===== config.mk =====
export PLATFORM = sky130hd
export DESIGN_NAME = audio_clk_gen
export DESIGN_NICKNAME = d
export VERILOG_FILES = /design/src/rtl/acg_pkg.sv /design/src/rtl/acg_cfg_latch.sv /design/src/rtl/acg_frame_ctr.sv /design/src/rtl/acg_bclk_nco.sv /design/src/rtl/acg_lr_sync.sv /design/src/rtl/audio_clk_gen.sv
export SDC_FILE = /design/constraint.sdc
export NUM_CORES = 1
export LEC_CHECK = 0
export BUFFER_PORTS_ARGS = -buffer_cell sky130_fd_sc_hd__buf_2
export CORE_UTILIZATION = 40
export CTS_CLUSTER_SIZE = 16
export DETAILED_ROUTE_END_ITERATION = 10
export SYNTH_ARGS = -nofsm -noshare
export SYNTH_HDL_FRONTEND = slang
export SYNTH_SLANG_ARGS = --single-unit

===== constraint.sdc =====
create_clock -name clk_i -period 7.22 [get_ports clk_i]
set_input_delay 1.083 -clock clk_i [delete_from_list [all_inputs] [get_ports clk_i]]
set_output_delay 1.083 -clock clk_i [all_outputs]
set_load 0.01 [all_outputs]

===== src/rtl/acg_pkg.sv =====
package acg_pkg;
  typedef struct packed {
    logic slave;
    logic wide;
    logic base_lo;
  } acg_mode_t;
endpackage


===== src/rtl/acg_cfg_latch.sv =====
module acg_cfg_latch
  import acg_pkg::*;
#(
  parameter int MULT_W = 3,
  parameter int MAX_HI = 4,
  parameter int MAX_LO = 3
) (
  input  logic              clk_i,
  input  logic              rst_ni,
  input  logic              run_i,
  input  logic              base_lo_i,
  input  logic [MULT_W-1:0] mult_i,
  input  logic              wide_i,
  input  logic              slave_i,
  output acg_mode_t         mode_o,
  output logic [MULT_W-1:0] code_o
);
  acg_mode_t         mode_q;
  logic [MULT_W-1:0] code_q, code_d, lim;

  always_comb begin
    lim    = base_lo_i ? MULT_W'(MAX_LO) : MULT_W'(MAX_HI);
    code_d = (mult_i > lim) ? lim : mult_i;
  end

  // capture only while stopped
  always_ff @(posedge clk_i or negedge rst_ni) begin
    if (!rst_ni) begin
      mode_q <= '0;
      code_q <= '0;
    end else if (!run_i) begin
      mode_q <= '{slave: slave_i, wide: wide_i, base_lo: base_lo_i};
      code_q <= code_d;
    end
  end

  assign mode_o = mode_q;
  assign code_o = code_q;

  a_r7_mode_frozen: assert property (@(posedge clk_i) disable iff (!rst_ni)
    run_i && $past(run_i) |-> $stable(mode_q) && $stable(code_q));

  a_r4_code_limit: assert property (@(posedge clk_i) disable iff (!rst_ni)
    code_q <= (mode_q.base_lo ? MULT_W'(MAX_LO) : MULT_W'(MAX_HI)));
endmodule


===== src/rtl/acg_frame_ctr.sv =====
module acg_frame_ctr #(
  parameter int F_HI  = 1024,
  parameter int F_LO  = 768,
  parameter int CNT_W = 10
) (
  input  logic             clk_i,
  input  logic             rst_ni,
  input  logic             run_i,
  input  logic             base_lo_i,
  output logic [CNT_W-1:0] cnt_o
);
  logic [CNT_W-1:0] cnt_q, last;

  assign last = base_lo_i ? CNT_W'(F_LO - 1) : CNT_W'(F_HI - 1);

  always_ff @(posedge clk_i or negedge rst_ni) begin
    if (!rst_ni)            cnt_q <= '0;
    else if (!run_i)        cnt_q <= '0;
    else if (cnt_q == last) cnt_q <= '0;
    else                    cnt_q <= cnt_q + 1'b1;
  end

  assign cnt_o = cnt_q;

  a_r1_frame_bound: assert property (@(posedge clk_i) disable iff (!rst_ni)
    cnt_q <= last);
endmodule


===== src/rtl/acg_bclk_nco.sv =====
module acg_bclk_nco #(
  parameter int F_HI   = 1024,
  parameter int F_LO   = 768,
  parameter int STEP_N = 64,
  parameter int STEP_W = 96,
  parameter int CNT_W  = 10
) (
  input  logic clk_i,
  input  logic rst_ni,
  input  logic run_i,
  input  logic base_lo_i,
  input  logic wide_i,
  output logic phase_o
);
  localparam int AW = CNT_W + 1;

  logic [CNT_W-1:0] acc_q;
  logic             ph_q;
  logic [AW-1:0]    step, modulus, sum, diff;

  always_comb begin
    step    = wide_i ? AW'(STEP_W) : AW'(STEP_N);
    modulus = base_lo_i ? AW'(F_LO) : AW'(F_HI);
    sum     = {1'b0, acc_q} + step;
    diff    = sum - modulus;
  end

  // fractional divider: phase flips each time the accumulator wraps
  always_ff @(posedge clk_i or negedge rst_ni) begin
    if (!rst_ni) begin
      acc_q <= '0;
      ph_q  <= 1'b0;
    end else if (!run_i) begin
      acc_q <= '0;
      ph_q  <= 1'b0;
    end else if (sum >= modulus) begin
      acc_q <= diff[CNT_W-1:0];
      ph_q  <= ~ph_q;
    end else begin
      acc_q <= sum[CNT_W-1:0];
    end
  end

  assign phase_o = ph_q;

  a_r5_acc_below_mod: assert property (@(posedge clk_i) disable iff (!rst_ni)
    {1'b0, acc_q} < modulus);
endmodule


===== src/rtl/acg_lr_sync.sv =====
module acg_lr_sync (
  input  logic clk_i,
  input  logic rst_ni,
  input  logic lr_i,
  output logic fall_o
);
  logic s1_q, s2_q;

  always_ff @(posedge clk_i or negedge rst_ni) begin
    if (!rst_ni) begin
      s1_q <= 1'b0;
      s2_q <= 1'b0;
    end else begin
      s1_q <= lr_i;
      s2_q <= s1_q;
    end
  end

  assign fall_o = s2_q & ~s1_q;
endmodule


===== src/rtl/audio_clk_gen.sv =====
module audio_clk_gen
  import acg_pkg::*;
#(
  parameter int MULT_W      = 3,
  parameter int BASE_HI     = 512,
  parameter int BASE_LO     = 384,
  parameter int BCLK_NARROW = 32,
  parameter int BCLK_WIDE   = 48,
  parameter int MAX_HI      = 4,
  parameter int MAX_LO      = 3
) (
  input  logic              clk_i,
  input  logic              rst_ni,
  input  logic              run_i,
  input  logic              base_lo_i,
  input  logic [MULT_W-1:0] mult_i,
  input  logic              wide_i,
  input  logic              slave_i,
  input  logic              ext_bclk_i,
  input  logic              ext_lrclk_i,
  output logic              mclk_o,
  output logic              bclk_o,
  output logic              lrclk_o,
  output logic              sample_stb_o
);
  localparam int F_HI   = 2 * BASE_HI;
  localparam int F_LO   = 2 * BASE_LO;
  localparam int CNT_W  = $clog2(F_HI);
  localparam int STEP_N = 2 * BCLK_NARROW;
  localparam int STEP_W = 2 * BCLK_WIDE;

  acg_mode_t         mode;
  logic [MULT_W-1:0] code;
  logic [CNT_W-1:0]  cnt, half;
  logic              phase, lr_fall;
  logic              mclk_q, bclk_q, lr_q, stb_q;

  acg_cfg_latch #(.MULT_W(MULT_W), .MAX_HI(MAX_HI), .MAX_LO(MAX_LO)) u_cfg (
    .clk_i, .rst_ni, .run_i, .base_lo_i, .mult_i, .wide_i, .slave_i,
    .mode_o(mode), .code_o(code)
  );

  acg_frame_ctr #(.F_HI(F_HI), .F_LO(F_LO), .CNT_W(CNT_W)) u_frame (
    .clk_i, .rst_ni, .run_i, .base_lo_i(mode.base_lo), .cnt_o(cnt)
  );

  acg_bclk_nco #(
    .F_HI(F_HI), .F_LO(F_LO), .STEP_N(STEP_N), .STEP_W(STEP_W), .CNT_W(CNT_W)
  ) u_nco (
    .clk_i, .rst_ni, .run_i, .base_lo_i(mode.base_lo), .wide_i(mode.wide),
    .phase_o(phase)
  );

  acg_lr_sync u_sync (
    .clk_i, .rst_ni, .lr_i(ext_lrclk_i), .fall_o(lr_fall)
  );

  assign half = mode.base_lo ? CNT_W'(F_LO / 2) : CNT_W'(F_HI / 2);

  always_ff @(posedge clk_i or negedge rst_ni) begin
    if (!rst_ni) begin
      mclk_q <= 1'b0;
      bclk_q <= 1'b0;
      lr_q   <= 1'b0;
      stb_q  <= 1'b0;
    end else if (!run_i) begin
      mclk_q <= 1'b0;
      bclk_q <= 1'b0;
      lr_q   <= 1'b0;
      stb_q  <= 1'b0;
    end else begin
      mclk_q <= ~mode.slave & cnt[code];
      bclk_q <= ~mode.slave & phase;
      lr_q   <= ~mode.slave & (cnt >= half);
      stb_q  <= mode.slave ? lr_fall : (cnt == '0);
    end
  end

  assign mclk_o       = mclk_q;
  assign bclk_o       = mode.slave ? ext_bclk_i  : bclk_q;
  assign lrclk_o      = mode.slave ? ext_lrclk_i : lr_q;
  assign sample_stb_o = stb_q;

  a_r6_idle_quiet: assert property (@(posedge clk_i) disable iff (!rst_ni)
    !$past(run_i) |-> !mclk_o && !sample_stb_o && (mode.slave || (!bclk_o && !lrclk_o)));

  a_r9_stb_single: assert property (@(posedge clk_i) disable iff (!rst_ni)
    sample_stb_o |=> !sample_stb_o);

  a_r2_stb_frame_edge: assert property (@(posedge clk_i) disable iff (!rst_ni)
    sample_stb_o && !mode.slave |-> !lrclk_o && !bclk_o);

  a_r8_slave_mclk_low: assert property (@(posedge clk_i) disable iff (!rst_ni)
    mode.slave |-> !mclk_o);
endmodule


==> results of run 1 <==
[how the worst max path moves through the flow]
stage | to | from | depth (start not counted) | slack [ns]
after floorplan | bclk_o | ext_bclk_i | 1 | 4.78
after global placement | lrclk_o | ext_lrclk_i | 3 | 4.57
after detailed placement | lrclk_o | ext_lrclk_i | 3 | 4.57
after CTS | lrclk_o | ext_lrclk_i | 3 | 4.57
after global routing | u_nco.acc_q[8] | u_cfg.mode_o[1] | 10 | 4.55
final | lrclk_o | ext_lrclk_i | 3 | 4.57
[metal layers]
layer	GRT usage	vias to the layer above	routed length (um)
met5	0	-	0
met4	0.03333	0	14
met3	0.02113	2	45
met2	0.2697	6	1383
met1	0.1659	542	1184
li1	-	530	-
[worst max-delay path: stages]
cell and delay [ns]:
buf_2 0.10, mux2_2 0.25, buf_2 0.13
[layout make-up]
type / count / area share
clock buffer: 3 / 0.02352
clock inverter: 1 / 0.01711
inverter: 10 / 0.02138
multi-input combinational: 106 / 0.4647
sequential: 28 / 0.3991
tap: 48 / 0.03421
timing repair buffer: 14 / 0.03991
[synthesized netlist by cell type (all sizes together) (2+ instances only)]
library cell  number
nor2              11
nor3               4
and2               4
mux4               2
o21ai              7
ha                13
mux2i              6
dfrtp             28
nand2b             2
xor2               4
inv               10
nor2b              8
nor4               2
nand4              2
nand3              5
a21oi              2
nand2             12
xnor2              8
mux2               5
[sequential cells by signal (all words and copies together), names as in the netlist, 3 cells and up]
register and count:
u_cfg.code_o 3, u_frame.cnt_o 10, u_nco.acc_q 5, u_cfg.mode_o 3
[power breakdown]
group | leakage [nW] | switching (mW) | total, mW | internal, mW
logic | 0.425 | 0.0410 | 0.0827 | 0.0418
registers | 0.366 | 0.0129 | 0.185 | 0.172
clock network | 0.0357 | 0.0463 | 0.120 | 0.0741
total | 0.827 | 0.100 | 0.388 | 0.288
[cells by family (layout without fill, tap and decap cells)]
| kind of cell | Yosys count | in the layout | share of synthesized area |
|---|---|---|---|
| and+or+nand+nor | 55 | 55 | 0.1891 |
| DFF | 28 | 28 | 0.4487 |
| adders and majority gates | 13 | 13 | 0.1042 |
| muxes | 13 | 13 | 0.1058 |
| buffers and inverters | 12 | 28 | 0.02884 |
| AOI/OAI and AO/OA | 13 | 13 | 0.05610 |
| xor gates and xnor gates | 12 | 12 | 0.06731 |
[metrics by stage]
stage / hold slack, ns / setup WS (ns) / power (mW)
finish: 0.3868 / 4.569 / 0.3878
global route: 0.4177 / 4.548 / 0.4124
CTS: 0.3895 / 4.566 / 0.3941
detailed placement: 0.3662 / 4.566 / 0.2718
global placement: 0.3610 / 4.575 / 0.2678
floorplan: 0.3537 / 4.779 / 0.2482
==> run_results.csv, run 1 <==
group,metric,value,unit
status,status,"complete, no violations",
detailed_routing,drt-initial-drc-count,19,
global_route,grt_pass1_wl,4.698,mm
detailed_routing,drt-total-wl,2.628,mm
clock_network,root_buffer,"clkbuf_8",
detailed_routing,dr.pass1.iters,4,
clock_network,clk_path_buf_depth,2,
critical_path,cp.arrival,1.57,ns
cells_and_area,seqCellArea,700.7,um^2
logic_synthesis,syn-instance-count,146,
timing,timing.fmax,0.3773,GHz
critical_path,timing.rr.end,"u_nco.acc_q[8]",
worst_hold_path,hold_class,"reg -> reg",
logic_synthesis,synth-async-reset-ratio,1.000,
cells_and_area,areaGrowthSynthToFinish,12.42,%
clock_network,htree_num_levels,1,
cells_and_area,drive_gt1_frac,0.1852,
cells_and_area,design_area,1755,um^2
timing,grt_setup_unrepaired,"false",
placement,post-place-cells,206,
floorplanning,initial_core_util,0.4202,
cells_and_area,most-common-layout-cells,"28 x dfrtp_1, 14 x buf_2, 13 x ha_1",
detailed_routing,ant_nets,0,
clock_network,cts.sinks,28,
critical_path,endpoint_kind,"output pin",
logic_synthesis,synth.avg_cell_area,10.70,um^2
floorplanning,num_rows,22,
timing,relSlewSlack,0.5850,
global_route,grt_pass1_vias,1106,
logic_synthesis,synth_area_leaders,"dfrtp_1 45%, ha_1 10%, xnor2_1 4.5%",
critical_path,reg2reg_depth,10,
placement,port_buffers,14,
worst_hold_path,hold_depth,0,
floorplanning,dieArea,4158,um^2
critical_path,rr_startpoint,"u_cfg.mode_o[1]",
detailed_routing,drc,0,
detailed_routing,wire_per_inst,12.51,um
critical_path,regToRegSetupSlack,4.71,ns
logic_synthesis,synth_top_area_frac,0.4487,
logic_synthesis,synth_warnings,0,
critical_path,crit_path_max_fanout,2,
logic_synthesis,synth_edf_count,0,
logic_synthesis,ys_seq_elements,28,
cells_and_area,postLayoutCoreUtil,0.4724,
global_route,gr-total-overflow,0,
power,ir_drop,0.0001089,V
cells_and_area,fill_cells,356,
worst_hold_path,holdPathEnd,"u_sync.s2_q",
clock_network,clk_pin_slew,0.09,ns
clock_network,cts_tree,"done",
floorplanning,die_h,64.48,um
placement,place_congestion,0.8359,
cells_and_area,mostFrequentLayoutCell,"dfrtp_1",
placement,dp_hpwl,1.989,mm
cells_and_area,multi_input_area,815.8,um^2
cells_and_area,final_nets,187,
timing,finalCritPeriodShare,0.3671,
clock_network,clk_latency,0.27,ns
logic_synthesis,synth_area,1561,um^2
global_route,track_usage,0.1422,
cells_and_area,stdcell_count,210,
logic_synthesis,synth_ff_type,"dfrtp_1",
timing,worst_pin_slew,0.6225,ns
floorplanning,chipWidth,64.48,um
floorplanning,coreArea,3716,um^2
timing,slew_violations,0,
placement,placed_area,1684,um^2
detailed_routing,vias,1080,
critical_path,start_kind,"input port",
global_route,antenna_found_initial,0,
power,p_leak,0.8274,nW
cells_and_area,antenna_cells,0,
critical_path,worstSetupPathType,"in -> out",
critical_path,required,6.14,ns
logic_synthesis,yosys.area.top_type,"dfrtp_1",
logic_synthesis,ys_types,33,
timing,finalHoldViolCount,0,
run,cap_violations,0,
logic_synthesis,synth_nets,170,
clock_network,cts_buffers,3,
timing,fin_setup_tns,0,ns
floorplanning,num_io_pins,15,
timing,post-route-min-period,2.651,ns
timing,fin_skew,0.004939,ns
global_route,grt_max_degree,29,
detailed_routing,via_per_inst,5.143,
power,power_density,220.9,nW/um^2
clock_network,post-cts-setup-buffers,0,
logic_synthesis,seq_area_frac_synth,0.4487,
timing,setup_viol,0,
clock_network,postCtsResizedCells,0,
worst_hold_path,min_from,"u_sync.s1_q",
clock_network,cts_hold_buf,0,
Note: power is estimated with default switching activity, not from simulation.
==> run 2, diff against run 1 <==
Settings changed: ABC_AREA from default to 1.
Clock period 7.22 ns to 2.47 ns, I/O delays scaled along.
==> run 2 against run 1 <==
Flip-flop and latch count stayed put. Combinational power grew to 2.9 times the previous value. Critical path type is now reg -> reg. Worst hold slack worse by 0.28 ns. Cell count is 32% higher. Largest power group unchanged. Synthesized cell count is 46% higher. Die area is 6.0% higher. Area after synthesis is 6.2% higher. Clock skew is 0.0010 ns higher. Highest routed layer unchanged. Critical path depth is 13 higher.
==> run_results.csv, run 2 <==
group,metric,value,unit
clock_network,post-cts-setup-buffers,0,
placement,dp_hpwl,2.242,mm
logic_synthesis,yosys.area.top_type,"dfrtp_1",
timing,setup_viol,0,
detailed_routing,ant_nets,0,
floorplanning,dieArea,4409,um^2
critical_path,crit_path_max_fanout,4,
power,p_leak,0.9672,nW
detailed_routing,drt-total-wl,3.035,mm
cells_and_area,antenna_cells,0,
logic_synthesis,synth_edf_count,0,
clock_network,root_buffer,"clkbuf_8",
logic_synthesis,synth_commonest_cells,"58 x nand2_1, 28 x dfrtp_1, 27 x nor2_1",
placement,dpl_worst_slack,0.3954,ns
clock_network,postCtsResizedCells,0,
critical_path,path_buf_inv,3,
cells_and_area,postLayoutCoreUtil,0.4557,
logic_synthesis,synth_area,1659,um^2
logic_synthesis,syn-instance-count,213,
clock_network,htree_num_levels,1,
timing,worst_pin_slew,0.6316,ns
cells_and_area,drive_gt1_frac,0.1667,
detailed_routing,wire_per_inst,10.92,um
placement,post-place-cells,275,
global_route,grt_pass1_vias,1152,
detailed_routing,drc,0,
clock_network,cts.sinks,28,
logic_synthesis,synth_nets,237,
logic_synthesis,ys_seq_elements,28,
critical_path,cp.depth,16,
cells_and_area,most-common-layout-cells,"58 x nand2_1, 28 x dfrtp_1, 27 x nor2_1",
critical_path,endpoint_kind,"flop",
logic_synthesis,ys_types,22,
timing,layout_setup_ws,0.3585,ns
timing,post-route-min-period,2.112,ns
placement,place_congestion,0.8126,
floorplanning,die_h,66.40,um
worst_hold_path,hold_class,"in -> async",
power,report.power.total,1.029,mW
clock_network,clk_pin_slew,0.09,ns
critical_path,worstSetupPathType,"reg -> reg",
clock_network,clk_latency,0.27,ns
floorplanning,coreArea,4000,um^2
floorplanning,chipWidth,66.40,um
critical_path,cp.arrival,2.32,ns
critical_path,start_kind,"flop",
placement,port_buffers,14,
timing,finalHoldViolCount,0,
logic_synthesis,synth_warnings,0,
timing,relSlewSlack,0.5789,
logic_synthesis,seq_area_frac_synth,0.4223,
global_route,antenna_found_initial,0,
timing,whs,0.1038,ns
critical_path,path_cells,"ha_1, inv_1, ha_1, inv_1, nand3_1, nand2_1, nand2_1, inv_1, ha_1, nand2_1, nor2_1, nor2_1, nand2_1, nand2_1, nand2_1, nor2_1",
detailed_routing,via_per_inst,4.633,
timing,finalCritPeriodShare,0.8549,
power,ir_drop,0.0001717,V
cells_and_area,areaGrowthSynthToFinish,9.879,%
logic_synthesis,yosysMostFrequentCell,"nand2_1",
critical_path,crit_slowest_cell,"dfrtp_1",
timing,fin_setup_tns,0,ns
floorplanning,initial_core_util,0.4148,
timing,fin_skew,0.005935,ns
status,status,"complete, no violations",
logic_synthesis,synth_area_leaders,"dfrtp_1 42%, nand2_1 13%, ha_1 9.8%",
placement,placed_area,1782,um^2
cells_and_area,design_area,1823,um^2
global_route,gr-total-overflow,0,
logic_synthesis,synth-async-reset-ratio,1.000,
cells_and_area,stdcell_count,278,
logic_synthesis,synth.avg_cell_area,7.789,um^2
clock_network,cts_tree,"done",
clock_network,clk_path_buf_depth,2,
critical_path,critPathTopFamily,"simple AND/OR/NAND/NOR gates",
clock_network,cts_buffers,3,
critical_path,reg2reg_depth,16,
floorplanning,num_io_pins,15,
cells_and_area,mostFrequentLayoutCell,"nand2_1",
clock_network,cts_hold_buf,0,
timing,slew_violations,0,
detailed_routing,vias,1288,
run,cap_violations,0,
logic_synthesis,synth_ff_type,"dfrtp_1",
global_route,grt_pass1_wl,5.133,mm
critical_path,required,2.68,ns
critical_path,cp_common_cell,"nand2_1",
detailed_routing,dr.pass1.iters,4,
floorplanning,num_rows,23,
logic_synthesis,synth_top_area_frac,0.4223,
cells_and_area,largest_reg_flops,10,
detailed_routing,drt-initial-drc-count,46,
global_route,grt_max_degree,29,
global_route,track_usage,0.1526,
cells_and_area,final_nets,254,
power,power_density,564.3,nW/um^2
timing,timing.fmax,0.4736,GHz
critical_path,regToRegSetupSlack,0.36,ns
timing,grt_setup_unrepaired,"false",
critical_path,max_stage_delay,0.38,ns
[run 2: kinds of logic (layout without fill, tap and decap cells)]
group | after synthesis | after routing | synth area share
XOR/XNOR | 4 | 4 | 0.02112
buffers and inverters | 33 | 48 | 0.07617
flip-flops | 28 | 28 | 0.4223
AND/OR/NAND/NOR | 118 | 118 | 0.3228
adder cells (fa/ha/maj) | 13 | 13 | 0.09804
AO/OA/AOI/OAI | 17 | 17 | 0.05957
[run 2: where the power goes]
part | leakage [nW] | internal (mW) | switching, mW
Sequential | 0.365 | 0.499 | 0.0399
Clock | 0.0216 | 0.109 | 0.138
Combinational | 0.580 | 0.0961 | 0.147
[run 2: worst paths after layout]
check                               start          endpoint
max in group asynchronous          rst_ni  u_frame.cnt_o[5]
min reg2reg                   u_sync.s1_q       u_sync.s2_q
min                                rst_ni    u_nco.acc_q[7]
max                        u_nco.acc_q[5]     u_nco.phase_o
max reg2reg                u_nco.acc_q[5]     u_nco.phase_o
min in group clk_i            ext_lrclk_i       u_sync.s1_q
[run 2: area by class of cell]
class                           count  area (um^2)
Multi-Input combinational cell    152        832.0
Tap cell                           50        62.56
Fill cell                         404         2177
Clock buffer                        3        41.29
Timing Repair Buffer               14        70.07
Sequential cell                    28        700.7
Inverter                           31        116.4
[run 2: metal layers]
layer / part of all wire / vias to the layer above / GRT usage
met1: 0.54 / 566 / 0.2136
met5: 0 / - / 0
met2: 0.42 / 18 / 0.2411
met3: 0.028 / 2 / 0.02069
li1: - / 702 / -
met4: 0.0076 / 0 / 0.04787
[run 2: worst register-to-register path, stage by stage (launching register included)]
cell	delay (ns)
dfrtp_1	0.38
ha_1	0.19
inv_1	0.07
ha_1	0.15
inv_1	0.07
nand3_1	0.06
nand2_1	0.05
nand2_1	0.07
inv_1	0.05
ha_1	0.29
nand2_1	0.10
nor2_1	0.04
nor2_1	0.16
nand2_1	0.14
nand2_1	0.08
nand2_1	0.04
nor2_1	0.11
==> run 3, diff against run 2 <==
Settings changed: SYNTH_HIERARCHICAL from default to 1.
==> run 3 against run 2 <==
Critical path depth stayed put. Total power grew 15%. Area after synthesis is 3.8% higher. Sequential power about the same. Wire length rose by 2.2%. Maximum frequency increased by 1.9%. Cell count rose by 12%. Clock skew shrank 0.0040 ns. Register-to-register slack gained 0.04 ns. Flip-flop and latch count is the same.
==> run_results.csv, run 3 <==
group,metric,value,unit
logic_synthesis,yosys.area.top_type,"dfrtp_1",
power,ir_drop,0.0002601,V
detailed_routing,drt-initial-drc-count,59,
timing,slew_violations,0,
global_route,grt_max_degree,29,
run,cap_violations,0,
worst_hold_path,hold_class,"in -> async",
floorplanning,dieArea,4574,um^2
timing,setup_viol,0,
detailed_routing,drc,0,
logic_synthesis,synth.avg_cell_area,7.090,um^2
critical_path,required,2.65,ns
global_route,grt_pass1_wl,5.589,mm
logic_synthesis,synth_ff_type,"dfrtp_1",
timing,relSlewSlack,0.5798,
clock_network,clk_path_buf_depth,2,
clock_network,post-cts-setup-buffers,0,
detailed_routing,drt-total-wl,3.102,mm
logic_synthesis,synth_area,1723,um^2
cells_and_area,postLayoutCoreUtil,0.4736,
critical_path,start_kind,"flop",
timing,worst_pin_slew,0.6303,ns
global_route,gr-total-overflow,0,
status,status,"complete, no violations",
floorplanning,num_rows,23,
clock_network,cts_tree,"done",
clock_network,cts_hold_buf,0,
placement,place_congestion,0.7605,
timing,timing.fmax,0.4826,GHz
global_route,track_usage,0.1642,
logic_synthesis,synth_edf_count,0,
clock_network,root_buffer,"clkbuf_8",
logic_synthesis,yosysMostFrequentCell,"nand2_1",
cells_and_area,areaGrowthSynthToFinish,11.55,%
cells_and_area,final_nets,284,
timing,post-route-min-period,2.072,ns
critical_path,cp.arrival,2.25,ns
power,power_density,617.3,nW/um^2
clock_network,cts_buffers,3,
cells_and_area,drive_gt1_frac,0.1308,
floorplanning,die_h,67.63,um
logic_synthesis,synth_nets,266,
cells_and_area,largest_reg_flops,10,
logic_synthesis,syn-instance-count,243,
cells_and_area,fill_cells,416,
clock_network,htree_num_levels,1,
critical_path,regToRegSetupSlack,0.40,ns
timing,finalHoldViolCount,0,
detailed_routing,vias,1422,
cells_and_area,antenna_cells,0,
logic_synthesis,ys_types,21,
cells_and_area,most-common-layout-cells,"78 x nand2_1, 36 x inv_1, 34 x nor2_1",
global_route,grt_pass1_vias,1318,
logic_synthesis,synth_warnings,6,
critical_path,endpoint_kind,"flop",
logic_synthesis,synth_area_leaders,"dfrtp_1 41%, nand2_1 17%, ha_1 8.7%",
detailed_routing,wire_per_inst,10.01,um
clock_network,cts.sinks,28,
power,report.power.total,1.186,mW
power,p_leak,1.064,nW
floorplanning,chipWidth,67.63,um
placement,dp_hpwl,2.363,mm
placement,port_buffers,14,
clock_network,clk_latency,0.28,ns
timing,whs,0.09089,ns
floorplanning,coreArea,4058,um^2
timing,grt_setup_unrepaired,"false",
detailed_routing,via_per_inst,4.587,
clock_network,postCtsResizedCells,0,
cells_and_area,mostFrequentLayoutCell,"nand2_1",
detailed_routing,dr.pass1.iters,4,
logic_synthesis,ys_seq_elements,28,
timing,fin_setup_tns,0,ns
critical_path,worstSetupPathType,"reg -> reg",
timing,fin_skew,0.001921,ns
logic_synthesis,synth_commonest_cells,"78 x nand2_1, 36 x inv_1, 34 x nor2_1",
clock_network,clk_pin_slew,0.10,ns
logic_synthesis,seq_area_frac_synth,0.4067,
floorplanning,num_io_pins,15,
timing,finalCritPeriodShare,0.8390,
detailed_routing,ant_nets,0,
logic_synthesis,synth-async-reset-ratio,1.000,
floorplanning,initial_core_util,0.4246,
critical_path,crit_path_max_fanout,4,
logic_synthesis,synth_top_area_frac,0.4067,
global_route,antenna_found_initial,0,
[run 3: kinds of logic (layout without fill, tap and decap cells)]
family,Yosys count,count (layout),share of synthesized area
flops,28,28,0.4067
xor+xnor,3,3,0.01525
simple gates,149,149,0.3718
buf+inv,41,58,0.09005
fa+ha+maj,12,12,0.08714
compound gates,10,10,0.02904
[run 3: per-stage QoR]
stage,cell area [um^2],setup WS (ns),std cells
after floorplan,1723,0.5189,243
after global placement,1851,0.4356,306
after detailed placement,1851,0.4055,306
after CTS,1922,0.3915,310
after global routing,1922,0.1408,310
final,1922,0.3978,310
[run 3: layer usage]
layer | part of all wire | up-vias | GRT usage
met4 | 0.017 | 0 | 0.06383
met1 | 0.55 | 621 | 0.2181
li1 | - | 783 | -
met5 | 0 | - | 0
met3 | 0.016 | 5 | 0.02027
met2 | 0.42 | 13 | 0.2686
[run 3: final cells by class]
class,count,area [um^2],area share
clock buffers,3,41.29,0.02148
clock inverters,1,30.03,0.01563
inverters,40,150.1,0.07813
multi-input cells,174,867.1,0.4512
flip-flops and latches,28,700.7,0.3646
well taps,50,62.56,0.03255
repair buffers,14,70.07,0.03646
[run 3: path summary, 6_finish.rpt]
kind                                      start              to  depth (start not counted)
worst max-delay path            u_cfg/mode_o[1]  u_nco/acc_q[8]                         16
worst min-delay path                     rst_ni  u_nco/acc_q[9]                          1
worst max register to register  u_cfg/mode_o[1]  u_nco/acc_q[8]                         16
worst min register to register      u_sync/s1_q     u_sync/s2_q                          0
max in group asynchronous                rst_ni  u_nco/acc_q[7]                          1
min in group clk_i                  ext_lrclk_i     u_sync/s1_q                          1
[run 3: worst max-delay path: stages, from the launching register on]
cell and delay [ns]:
dfrtp_1 0.39, ha_1 0.21, inv_1 0.07, ha_1 0.17, inv_1 0.07, nand3_1 0.06, nand2_1 0.05, nand2_1 0.07
inv_1 0.04, ha_1 0.31, nand2_1 0.06, nor2_1 0.17, nor2_4 0.07, nand2_4 0.08, nand2_1 0.05, nand2_1 0.07
nor2_2 0.03
[run 3: where the power goes]
group	total, mW	switching, mW	internal [mW]	leakage, nW
Combinational	0.276	0.165	0.111	0.663
Sequential	0.542	0.0419	0.501	0.366
Clock	0.368	0.151	0.217	0.0357
Total	1.19	0.358	0.829	1.06
